<file path="src/rtl/rtc_cal_pkg.sv">
`timescale 1ns/1ps
package rtc_cal_pkg;

  localparam int unsigned BYTE_W = 8;
  localparam int unsigned N_TIME = 7;

  localparam int unsigned A_CTRL = 0;
  localparam int unsigned A_SEC  = 2;
  localparam int unsigned A_MIN  = 3;
  localparam int unsigned A_HOUR = 4;
  localparam int unsigned A_DAY  = 5;
  localparam int unsigned A_WDAY = 6;
  localparam int unsigned A_MON  = 7;
  localparam int unsigned A_YEAR = 8;

  localparam int unsigned STOP_BIT = 5;
  localparam logic [7:0] CTRL_KEEP = 8'hA8;

  typedef struct packed {
    logic [7:0] sec;
    logic [7:0] min;
    logic [7:0] hour;
    logic [7:0] day;
    logic [7:0] wday;
    logic [7:0] mon;
    logic [7:0] year;
  } cal_t;

  function automatic logic [7:0] bcd_to_bin(input logic [7:0] b);
    return 8'(b[7:4]) * 8'd10 + 8'(b[3:0]);
  endfunction

  function automatic logic [7:0] bin_to_bcd(input logic [7:0] v);
    logic [7:0] t;
    logic [7:0] u;
    t = v / 8'd10;
    u = v % 8'd10;
    return {t[3:0], u[3:0]};
  endfunction

  function automatic logic is_leap(input logic [7:0] year_bin);
    return (year_bin[1:0] == 2'b00);
  endfunction

  function automatic logic [7:0] last_day(input logic [7:0] mon_bin,
                                           input logic [7:0] year_bin);
    case (mon_bin)
      8'd2:                      return is_leap(year_bin) ? 8'd29 : 8'd28;
      8'd4, 8'd6, 8'd9, 8'd11:   return 8'd30;
      default:                   return 8'd31;
    endcase
  endfunction

endpackage

</file>
<file path="src/rtl/rtc_bcd_field.sv">
`timescale 1ns/1ps
module rtc_bcd_field
  import rtc_cal_pkg::*;
#(
  parameter int unsigned W     = 7,
  parameter logic [7:0]  FIRST = 8'h00,
  parameter logic [7:0]  RST   = 8'h00
) (
  input  logic         clk,
  input  logic         rst_n,
  input  logic         ld,
  input  logic [W-1:0] ld_val,
  input  logic         step,
  input  logic [7:0]   last_bin,
  output logic [W-1:0] val,
  output logic         carry
);

  logic [7:0] cur_bin;
  logic [7:0] nxt_code;
  logic       at_last;

  generate
    if (W <= 3) begin : g_binary
      assign cur_bin  = 8'(val);
      assign nxt_code = cur_bin + 8'd1;
    end else begin : g_bcd
      assign cur_bin  = bcd_to_bin(8'(val));
      assign nxt_code = bin_to_bcd(cur_bin + 8'd1);
    end
  endgenerate

  assign at_last = (cur_bin >= last_bin);
  assign carry   = step & at_last;

  always_ff @(posedge clk or negedge rst_n) begin
    if (!rst_n)       val <= RST[W-1:0];
    else if (ld)      val <= ld_val;
    else if (step)    val <= at_last ? FIRST[W-1:0] : nxt_code[W-1:0];
  end

  // a carry out leaves the field at its first value
  p_field_wrap_r3: assert property (@(posedge clk) disable iff (!rst_n)
    (carry && !ld) |=> (val == FIRST[W-1:0]));

  // without step or load the field holds
  p_field_hold_r8: assert property (@(posedge clk) disable iff (!rst_n)
    (!step && !ld) |=> $stable(val));

endmodule

</file>
<file path="src/rtl/rtc_cal_chain.sv">
`timescale 1ns/1ps
module rtc_cal_chain
  import rtc_cal_pkg::*;
(
  input  logic              clk,
  input  logic              rst_n,
  input  logic              adv,
  input  logic [N_TIME-1:0] ld,
  input  logic [7:0]        ld_byte,
  output cal_t              now,
  output logic              century,
  output logic              sec_carry
);

  logic [6:0] sec_v, min_v;
  logic [5:0] hour_v, day_v;
  logic [2:0] wday_v;
  logic [4:0] mon_v;
  logic [7:0] year_v;
  logic       min_c, hour_c, day_c, wday_c, mon_c, year_c;
  logic [7:0] day_limit;

  assign day_limit = last_day(bcd_to_bin(8'(mon_v)), bcd_to_bin(year_v));

  rtc_bcd_field #(.W(7), .FIRST(8'h00), .RST(8'h00)) u_sec (
    .clk(clk), .rst_n(rst_n), .ld(ld[0]), .ld_val(ld_byte[6:0]),
    .step(adv), .last_bin(8'd59), .val(sec_v), .carry(sec_carry));

  rtc_bcd_field #(.W(7), .FIRST(8'h00), .RST(8'h00)) u_min (
    .clk(clk), .rst_n(rst_n), .ld(ld[1]), .ld_val(ld_byte[6:0]),
    .step(sec_carry), .last_bin(8'd59), .val(min_v), .carry(min_c));

  rtc_bcd_field #(.W(6), .FIRST(8'h00), .RST(8'h00)) u_hour (
    .clk(clk), .rst_n(rst_n), .ld(ld[2]), .ld_val(ld_byte[5:0]),
    .step(min_c), .last_bin(8'd23), .val(hour_v), .carry(hour_c));

  rtc_bcd_field #(.W(6), .FIRST(8'h01), .RST(8'h01)) u_day (
    .clk(clk), .rst_n(rst_n), .ld(ld[3]), .ld_val(ld_byte[5:0]),
    .step(hour_c), .last_bin(day_limit), .val(day_v), .carry(day_c));

  rtc_bcd_field #(.W(3), .FIRST(8'h00), .RST(8'h00)) u_wday (
    .clk(clk), .rst_n(rst_n), .ld(ld[4]), .ld_val(ld_byte[2:0]),
    .step(hour_c), .last_bin(8'd6), .val(wday_v), .carry(wday_c));

  rtc_bcd_field #(.W(5), .FIRST(8'h01), .RST(8'h01)) u_mon (
    .clk(clk), .rst_n(rst_n), .ld(ld[5]), .ld_val(ld_byte[4:0]),
    .step(day_c), .last_bin(8'd12), .val(mon_v), .carry(mon_c));

  rtc_bcd_field #(.W(8), .FIRST(8'h00), .RST(8'h00)) u_year (
    .clk(clk), .rst_n(rst_n), .ld(ld[6]), .ld_val(ld_byte),
    .step(mon_c), .last_bin(8'd99), .val(year_v), .carry(year_c));

  always_ff @(posedge clk or negedge rst_n) begin
    if (!rst_n)       century <= 1'b0;
    else if (ld[5])   century <= ld_byte[7];
    else if (year_c)  century <= ~century;
  end

  always_comb begin
    now.sec  = 8'(sec_v);
    now.min  = 8'(min_v);
    now.hour = 8'(hour_v);
    now.day  = 8'(day_v);
    now.wday = 8'(wday_v);
    now.mon  = 8'(mon_v);
    now.year = year_v;
  end

  // a year wrap flips the century flag
  p_century_flip_r7: assert property (@(posedge clk) disable iff (!rst_n)
    (year_c && !ld[5]) |=> (century != $past(century)));

  // after a day carry the day reads 01
  p_day_restart_r5: assert property (@(posedge clk) disable iff (!rst_n)
    (day_c && !ld[3]) |=> (now.day == 8'h01));

  // weekday and day advance together
  p_wday_with_day_r4: assert property (@(posedge clk) disable iff (!rst_n)
    (hour_c && !ld[4]) |=> (now.wday != $past(now.wday)));

endmodule

</file>
<file path="src/rtl/rtc_calendar_core.sv">
`timescale 1ns/1ps
module rtc_calendar_core
  import rtc_cal_pkg::*;
#(
  parameter int unsigned ADDR_W = 4
) (
  input  logic              clk,
  input  logic              rst_n,
  input  logic              tick_1hz,
  input  logic              reg_wr_en,
  input  logic [ADDR_W-1:0] reg_wr_addr,
  input  logic [7:0]        reg_wr_data,
  input  logic [ADDR_W-1:0] reg_rd_addr,
  output logic [7:0]        reg_rd_data,
  output logic              sec_rollover
);

  logic [7:0]        ctrl_q;
  logic              lost_q;
  logic              frozen;
  logic              adv;
  logic              sec_carry;
  logic              century;
  logic [N_TIME-1:0] ld;
  cal_t              now;

  generate
    for (genvar i = 0; i < N_TIME; i++) begin : g_ld
      assign ld[i] = reg_wr_en && (reg_wr_addr == ADDR_W'(A_SEC + i));
    end
  endgenerate

  assign frozen = ctrl_q[STOP_BIT];
  assign adv    = tick_1hz && !frozen && !reg_wr_en;

  always_ff @(posedge clk or negedge rst_n) begin
    if (!rst_n) begin
      ctrl_q       <= 8'h00;
      lost_q       <= 1'b1;
      sec_rollover <= 1'b0;
    end else begin
      if (reg_wr_en && reg_wr_addr == ADDR_W'(A_CTRL))
        ctrl_q <= reg_wr_data & CTRL_KEEP;
      if (ld[0])
        lost_q <= reg_wr_data[7];
      sec_rollover <= sec_carry;
    end
  end

  rtc_cal_chain u_chain (
    .clk(clk), .rst_n(rst_n), .adv(adv), .ld(ld), .ld_byte(reg_wr_data),
    .now(now), .century(century), .sec_carry(sec_carry));

  always_comb begin
    reg_rd_data = 8'h00;
    case (reg_rd_addr)
      ADDR_W'(A_CTRL): reg_rd_data = ctrl_q;
      ADDR_W'(A_SEC):  reg_rd_data = {lost_q, now.sec[6:0]};
      ADDR_W'(A_MIN):  reg_rd_data = {1'b0, now.min[6:0]};
      ADDR_W'(A_HOUR): reg_rd_data = {2'b00, now.hour[5:0]};
      ADDR_W'(A_DAY):  reg_rd_data = {2'b00, now.day[5:0]};
      ADDR_W'(A_WDAY): reg_rd_data = {5'b00000, now.wday[2:0]};
      ADDR_W'(A_MON):  reg_rd_data = {century, 2'b00, now.mon[4:0]};
      ADDR_W'(A_YEAR): reg_rd_data = now.year;
      default:         reg_rd_data = 8'h00;
    endcase
  end

  // the pulse never lasts two cycles
  p_pulse_single_r11: assert property (@(posedge clk) disable iff (!rst_n)
    sec_rollover |=> !sec_rollover);

  // the pulse coincides with seconds at 00 unless a write intervened
  p_pulse_sec_zero_r11: assert property (@(posedge clk) disable iff (!rst_n)
    sec_rollover |-> (now.sec == 8'h00));

  // a frozen calendar keeps every field
  p_stop_freeze_r8: assert property (@(posedge clk) disable iff (!rst_n)
    (frozen && !reg_wr_en) |=> $stable(now) && $stable(century));

  // a seconds write with bit 7 low clears the flag
  p_lost_clear_r10: assert property (@(posedge clk) disable iff (!rst_n)
    (ld[0] && !reg_wr_data[7]) |=> !lost_q);

  // counting leaves the flag alone
  p_lost_sticky_r10: assert property (@(posedge clk) disable iff (!rst_n)
    !ld[0] |=> $stable(lost_q));

  // a tick alongside a write to another register is dropped
  p_tick_dropped_r12: assert property (@(posedge clk) disable iff (!rst_n)
    (tick_1hz && reg_wr_en && !ld[0]) |=> $stable(now.sec));

endmodule

</file>
<file path="config.mk">
export PLATFORM = sky130hd
export DESIGN_NAME = rtc_calendar_core
export DESIGN_NICKNAME = d
export VERILOG_FILES = /design/src/rtl/rtc_cal_pkg.sv /design/src/rtl/rtc_bcd_field.sv /design/src/rtl/rtc_cal_chain.sv /design/src/rtl/rtc_calendar_core.sv
export SDC_FILE = /design/constraint.sdc
export NUM_CORES = 1
export LEC_CHECK = 0
export BUFFER_PORTS_ARGS = -buffer_cell sky130_fd_sc_hd__buf_2
export CAP_MARGIN = 20
export CORE_MARGIN = 2
export CORE_UTILIZATION = 45
export DETAILED_ROUTE_END_ITERATION = 12
export HOLD_SLACK_MARGIN = 0.12
export PLACE_DENSITY = 0.66
export SETUP_SLACK_MARGIN = 0.4
export SLEW_MARGIN = 20
export SYNTH_ARGS = -nofsm -noshare
export SYNTH_HDL_FRONTEND = slang
export SYNTH_SLANG_ARGS = --single-unit
</file>
<file path="constraint.sdc">
create_clock -name clk -period 5.7 [get_ports clk]
set_input_delay 0.285 -clock clk [delete_from_list [all_inputs] [get_ports clk]]
set_output_delay 0.285 -clock clk [all_outputs]
set_load 0.02 [all_outputs]
</file>
* Word-level counts from Yosys, hierarchy flattened
Index checks and enable logic that the tools add are counted.
Storage, ports and cells: memory bits (read-only) 0, memory bits (writable) 0, register bits 48, latch bits 0, memories kept 0, bits of input ports 20, word-level logic and storage cells 125, output and inout port bits 9
Operators by class: bitwise operators 7, $add $sub $neg 13, $mul 6, multiplexer cells 26, equal/unequal tests 19, divide/modulo/power cells 12, shift-type cells 0, $lt $le $gt $ge 7, reduce and logical (&&, ||, !) cells 24
Operator list (number):
- $pmux 8 s8 | 1
- $div 8x4->8 const B | 6
- $mod 8x4->8 const B | 6
- $mux 7 | 6
- $mux 6 | 6
- $add 8x1->8 const B | 4
- $eq 4x3->1 const B | 8
- $mux 8 | 3
- $add 7x1->8 const B | 2
- $add 7x4->8 | 2
- $eq 4x2->1 const B | 4
- $eq 8x3->1 const B | 2
- $eq 8x4->1 const B | 2
- $ge 8x6->1 const B | 2
- $pmux 8 s2 | 1
- $reduce_bool 2->1 | 8
- $mux 5 | 3
- $add 6x4->7 | 2
- $mul 3x3->6 const B | 2
- $logic_and 1x1->1 | 10
- $mul 2x3->5 const B | 2
- $mux 3 | 3
- $add 8x4->8 | 1
- $eq 4x4->1 const B | 2
- 17 further kinds | 26

* Logic depth before layout (Yosys ltp)
depth in word-level cells 11, depth in mapped cells 20, gate-level depth less buffers 18

* Hierarchy
A second synthesis with hierarchy kept.
Second synthesis, totals: cell total of the unflattened synthesis 1264, area total of the unflattened synthesis 9785.6 µm²
Modules (own cells, without submodules):
- rtc_bcd_field (u_chain.u_min ...) | area each 1401.3 µm², cells an instance 179, times used 2, seq. area each 175.2 µm²
- rtc_bcd_field (u_chain.u_year) | area each 2023.2 µm², cells an instance 262, times used 1, seq. area each 200.2 µm²
- rtc_bcd_field (u_chain.u_hour) | area each 1346.3 µm², cells an instance 183, times used 1, seq. area each 150.1 µm²
- rtc_bcd_field (u_chain.u_day) | area each 1305.0 µm², cells an instance 179, times used 1, seq. area each 151.4 µm²
- rtc_bcd_field (u_chain.u_mon) | area each 1028.5 µm², cells an instance 129, times used 1, seq. area each 126.4 µm²
- rtc_calendar_core | area each 739.5 µm², cells an instance 90, times used 1, seq. area each 126.4 µm²
- rtc_cal_chain | area each 284.0 µm², cells an instance 35, times used 1, seq. area each 25.0 µm²
- rtc_bcd_field (u_chain.u_wday) | area each 256.5 µm², cells an instance 28, times used 1, seq. area each 75.1 µm²

* Least setup slack after synthesis
OpenSTA, ideal clock, no wires.
path kind register to register, from register u_chain.u_year.val[5], to register u_chain.u_year.val[1], arrival 4865 ps, clock period less this slack 4956 ps, stages on the path, launching flop included 20, slack 744 ps, path buffers 3, data required time 5608 ps, setup time 92 ps, cell sequence dfrtp_1 > ha_1 > and2_1 > fa_1 > buf_1 > xor2_2 > xnor2_1 > clkinv_1 > ha_1 > nor4_1 > o211ai_2 > and3_1 > buf_4 > o32ai_2 > or2_1 > clkbuf_2 > o2111a_1 > nor3_2 > and4_1 > o31ai_2
On the way: word-level cells in the longest chain between the ends 7, elaborated cells between the ends (all ways) 8, those cells by class 2 x add/sub; 1 x mul; 1 x div; 1 x order compare; 3 x mux
RTL lines:
- from (decl) | RTL line rtc_bcd_field.sv:15 | output logic [W-1:0] val,
- from (signal assigned) | RTL line rtc_bcd_field.sv:37 | if (!rst_n) val <= RST[W-1:0];
- from (signal assigned) | RTL line rtc_bcd_field.sv:38 | else if (ld) val <= ld_val;
- from (signal assigned) | RTL line rtc_bcd_field.sv:39 | else if (step) val <= at_last ? FIRST[W-1:0] : nxt_code[W-1:0];
- $mul 4x3->7 (*)
- $add 8x4->8 (*)
- $add 8x1->8 | RTL line rtc_bcd_field.sv:29 | assign nxt_code = bin_to_bcd(cur_bin + 8'd1);
- $mod 8x4->8 | RTL line rtc_cal_pkg.sv:37 | u = v % 8'd10;
- $mux 8 (*) (2 in a row) | RTL line rtc_bcd_field.sv:39
- $mux 8 (*) | RTL line rtc_bcd_field.sv:38
Every way passes the cells marked *; elsewhere a longest branch is shown, timed or not. The select of a mux whose other input is x is not followed. A chain may end at the register's enable or synchronous reset.

* Worst setup path in the final report
from register u_chain.u_min.val[4], to register u_chain.u_min.val[1]
On the way: word-level cells in the longest chain between the ends 7, elaborated cells between the ends (all ways) 8, those cells by class 2 x add/sub; 1 x mul; 1 x div; 1 x order compare; 3 x mux
RTL lines:
- from (decl) | RTL line rtc_bcd_field.sv:15
- from (signal assigned) | RTL line rtc_bcd_field.sv:37
- from (signal assigned) | RTL line rtc_bcd_field.sv:38
- from (signal assigned) | RTL line rtc_bcd_field.sv:39
- $mul 3x3->6 (*) | RTL line rtc_cal_pkg.sv:30 | return 8'(b[7:4]) * 8'd10 + 8'(b[3:0]);
- $add 7x4->8 (*) | RTL line rtc_cal_pkg.sv:30
- $add 8x1->8 | RTL line rtc_bcd_field.sv:29
- $mod 8x4->8 | RTL line rtc_cal_pkg.sv:37
- $mux 7 (*) (2 in a row) | RTL line rtc_bcd_field.sv:39
- $mux 7 (*) | RTL line rtc_bcd_field.sv:38
Marks and branches as above.

==> flow_metrics.tcl <==
set metrics [dict create \
    worst_clock_skew_ns 0.008453 \
    reg2reg_to "u_chain.u_min.val[1]" \
    top_level_ports 29 \
    final-setup-viol-count 0 \
    synthCells 868 \
    clock-sinks 48 \
    ys_dominant_reg_cell "dfrtp_1" \
    number_of_antenna_repair_diodes 0 \
    die_h_microns 127.3 \
    ys_ff_latch 48 \
    netlist_area_before_placement_sq_um 6844 \
    drcViolationCount 0 \
    hold_path.class "input port to flip-flop" \
    htree_num_levels 2 \
    floorplan.rows 45 \
    worst-r2r-cell-count 17 \
    synth_nets 952 \
    synth_sequential_area_ratio_pct 17.61 \
    cp-end-kind "flip-flop" \
    yosysWarningCount 0 \
    finalCritPeriodShare_pct 89.94 \
    yosysTopAreaCellShare_pct 16.45 \
    netlist_top_cells_area "dfrtp_1 (16%), ha_1 (11%), a21oi_1 (5.2%)" \
    setup-tns-final_ns 0 \
    final_estimated_routing_congestion_in_global_placement 0.8886 \
    cts_made_buffers 5 \
    timing.critical_path.from_type "flip-flop" \
    max_slew_margin_pct 33.96 \
    synthToLayoutAreaGrowth_pct 8.885 \
    final.min_clock_period_ns 5.126 \
    dr_total_vias 6730 \
    endpoint "u_chain.u_min.val[1]" \
    timing_hold_violations_final 0 \
    fmax_mhz 195.1 \
    startpoint "u_chain.u_min.val[4]" \
    initial_utilization_pct 45.53 \
    run_status "finished, final reports clean" \
    groute.usage.overall_pct 22.27 \
    dp.final_hpwl_microns 14350 \
    filler_cell_count 1468 \
    grt.overflow.total 0 \
    first_global_vias 5778 \
    cp.required_ns 5.86 \
    yosysTopAreaCell "dfrtp_1" \
    slew_violations 0 \
    final_layout_size_suffix_gt1_share_pct 11.81 \
    number_of_antenna_violating_nets_in_the_routed_design 0 \
    detailed_route_wire_length_per_cell_microns 17.34 \
    final_net_count 972 \
    crit_reg_reg_startpoint "u_chain.u_min.val[4]" \
    grt_start_max_net_pins 49 \
    insertion_delay_ns 0.29 \
    maxCapViolCount 0 \
    wl_microns 18680 \
    hold_depth 3 \
    synthesis.area_per_instance_sq_um 7.885 \
    tightestPinTransition_ns 0.9863 \
    synth.distinct_cells 98 \
    timing.critical_path.arrival_ns 5.28 \
    routed_via_density 6.249 \
    die_width_microns 127.3 \
    grt_setup_unrepaired "true" \
    die_area_sq_um 16210 \
    r2r_setup_slack_ns 0.57 \
    crit_type "flip-flop to flip-flop" \
    drtPass1Iterations 5 \
    drt-initial-drc-count 516 \
    place_inst 1063 \
    cts_buffer_depth 2 \
    worst_hold_slack_ns 0.2702 \
    cts_tree "built" \
    numPortBuffers 28 \
    grt_antenna_before_repair 0 \
    root_buffer "clkbuf_16" \
    grt_first_pass_wirelength_microns 29820 \
    number_of_flops_mapped_to_enable_cells_by_yosys 0 \
    synth-async-reset-ratio_pct 100.0 \
    critPathMaxFanout 8 \
    finish.cell_count_without_fillers 1077 \
    cts.clk_slew.worst_paths_ns 0.07 \
    design.core.area_sq_um 15030 \
]
==> worst max-delay path, stage by stage (launching register included) <==
cell and delay (ns):
dfrtp_1 0.45, ha_1 0.24, fa_1 0.63, nand3_1 0.22
a2111oi_0 0.56, o21ai_0 0.30, nand3b_1 0.18, nor2b_1 0.46
ha_1 0.34, nor2b_1 0.11, mux2i_1 0.08, o211ai_1 0.25
buf_4 0.19, xnor2_1 0.19, mux2i_1 0.28, nand3_1 0.15
xnor2_1 0.23, o221ai_1 0.13
==> kinds of logic after synthesis <==
logic type | count (synthesis) | share of synthesized area (%)
xor+xnor | 60 | 8.318
simple gates | 316 | 23.88
fa+ha+maj | 69 | 13.09
buf+inv | 55 | 3.309
flops | 48 | 17.61
compound gates | 289 | 29.12
mux | 31 | 4.680
==> per-stage QoR <==
step | worst slack [ns] | area, sq um | utilization, %
after floorplan | 0.7435 | 6844 | -
after global placement | 0.4511 | 7142 | 47.51
after detailed placement | 0.3195 | 7142 | 47.51
after CTS | 0.4403 | 7336 | 48.80
after global routing | 0.3116 | 7452 | 49.57
final | 0.5736 | 7452 | 49.57
==> cells in the mapped netlist, drive strengths merged (11+ instances only) <==
master and instances:
a21o 12, a21oi 73, a22oi 11, a31oi 19
and3 14, clkbuf 19, dfrtp 45, ha 58
inv 27, mux2i 23, nand2 76, nand2b 13
nand3 35, nor2 83, nor2b 11, nor3 25
o211ai 15, o21ai 62, o31ai 11, xnor2 35
xor2 24
==> state kept, by name, summed over array words and instances (netlist names) <==
name	cells
sec_rollover	1
u_chain.u_wday.val	3
lost_q	1
u_chain.u_sec.val	7
ctrl_q	3
u_chain.u_mon.val	5
u_chain.century	1
u_chain.u_day.val	6
u_chain.u_min.val	7
u_chain.u_year.val	8
u_chain.u_hour.val	6
==> worst min-delay path by stage <==
stage | startpoint | end | slack, ns
after CTS | reg_wr_data[0] | u_chain.u_day.val[0] | 0.27
after global placement | rst_n | u_chain.u_day.val[5] | 0.43
final | reg_wr_data[0] | u_chain.u_day.val[0] | 0.27
after detailed placement | rst_n | u_chain.u_hour.val[3] | 0.42
after global routing | reg_wr_data[0] | u_chain.u_day.val[0] | 0.32
after floorplan | rst_n | ctrl_q[3] | -0.01
==> per-layer routing <==
metal  track usage (%)  share of wire [%]  vias up
li1                  -                  -     3319
met1             33.45                 49     3232
met2             35.14                 45      156
met3             1.466                4.5       23
met4             4.977                1.7        0
met5                 0                  0        -
==> layout make-up <==
type	instances	area (sq um)	share of cell area (%)
multi-input cells	765	5499	73.79
flip-flops and latches	48	1206	16.19
well taps	188	235.2	3.156
repair buffers	39	222.7	2.989
clock buffers	6	138.9	1.864
inverters	29	111.4	1.494
clock inverters	2	38.79	0.5205
==> cells in the final DEF, fill, tap and decap left out, types with 26 or more instances in the layout <==
master / netlist / final
xnor2_1: 33 / 31
inv_1: 26 / 26
nor2_1: 79 / 79
nand3_1: 34 / 33
o21ai_0: 57 / 57
dfrtp_1: 45 / 44
nand2_1: 76 / 76
ha_1: 58 / 58
a21oi_1: 71 / 71
buf_2: 1 / 29
==> what timing repair did <==
item / 4_1_cts / 5_1_grt
hold buffers: 1 / 0
endpoints found under the setup margin: 2 / 8
buffers inserted: 0 / 5
pin swaps: 0 / 6
resized for setup: 2 / 13
endpoints found under the hold margin: 9 / 0
Power is not shown: default switching activity piles up to over one toggle a cycle in this logic, so the estimate is an artifact.
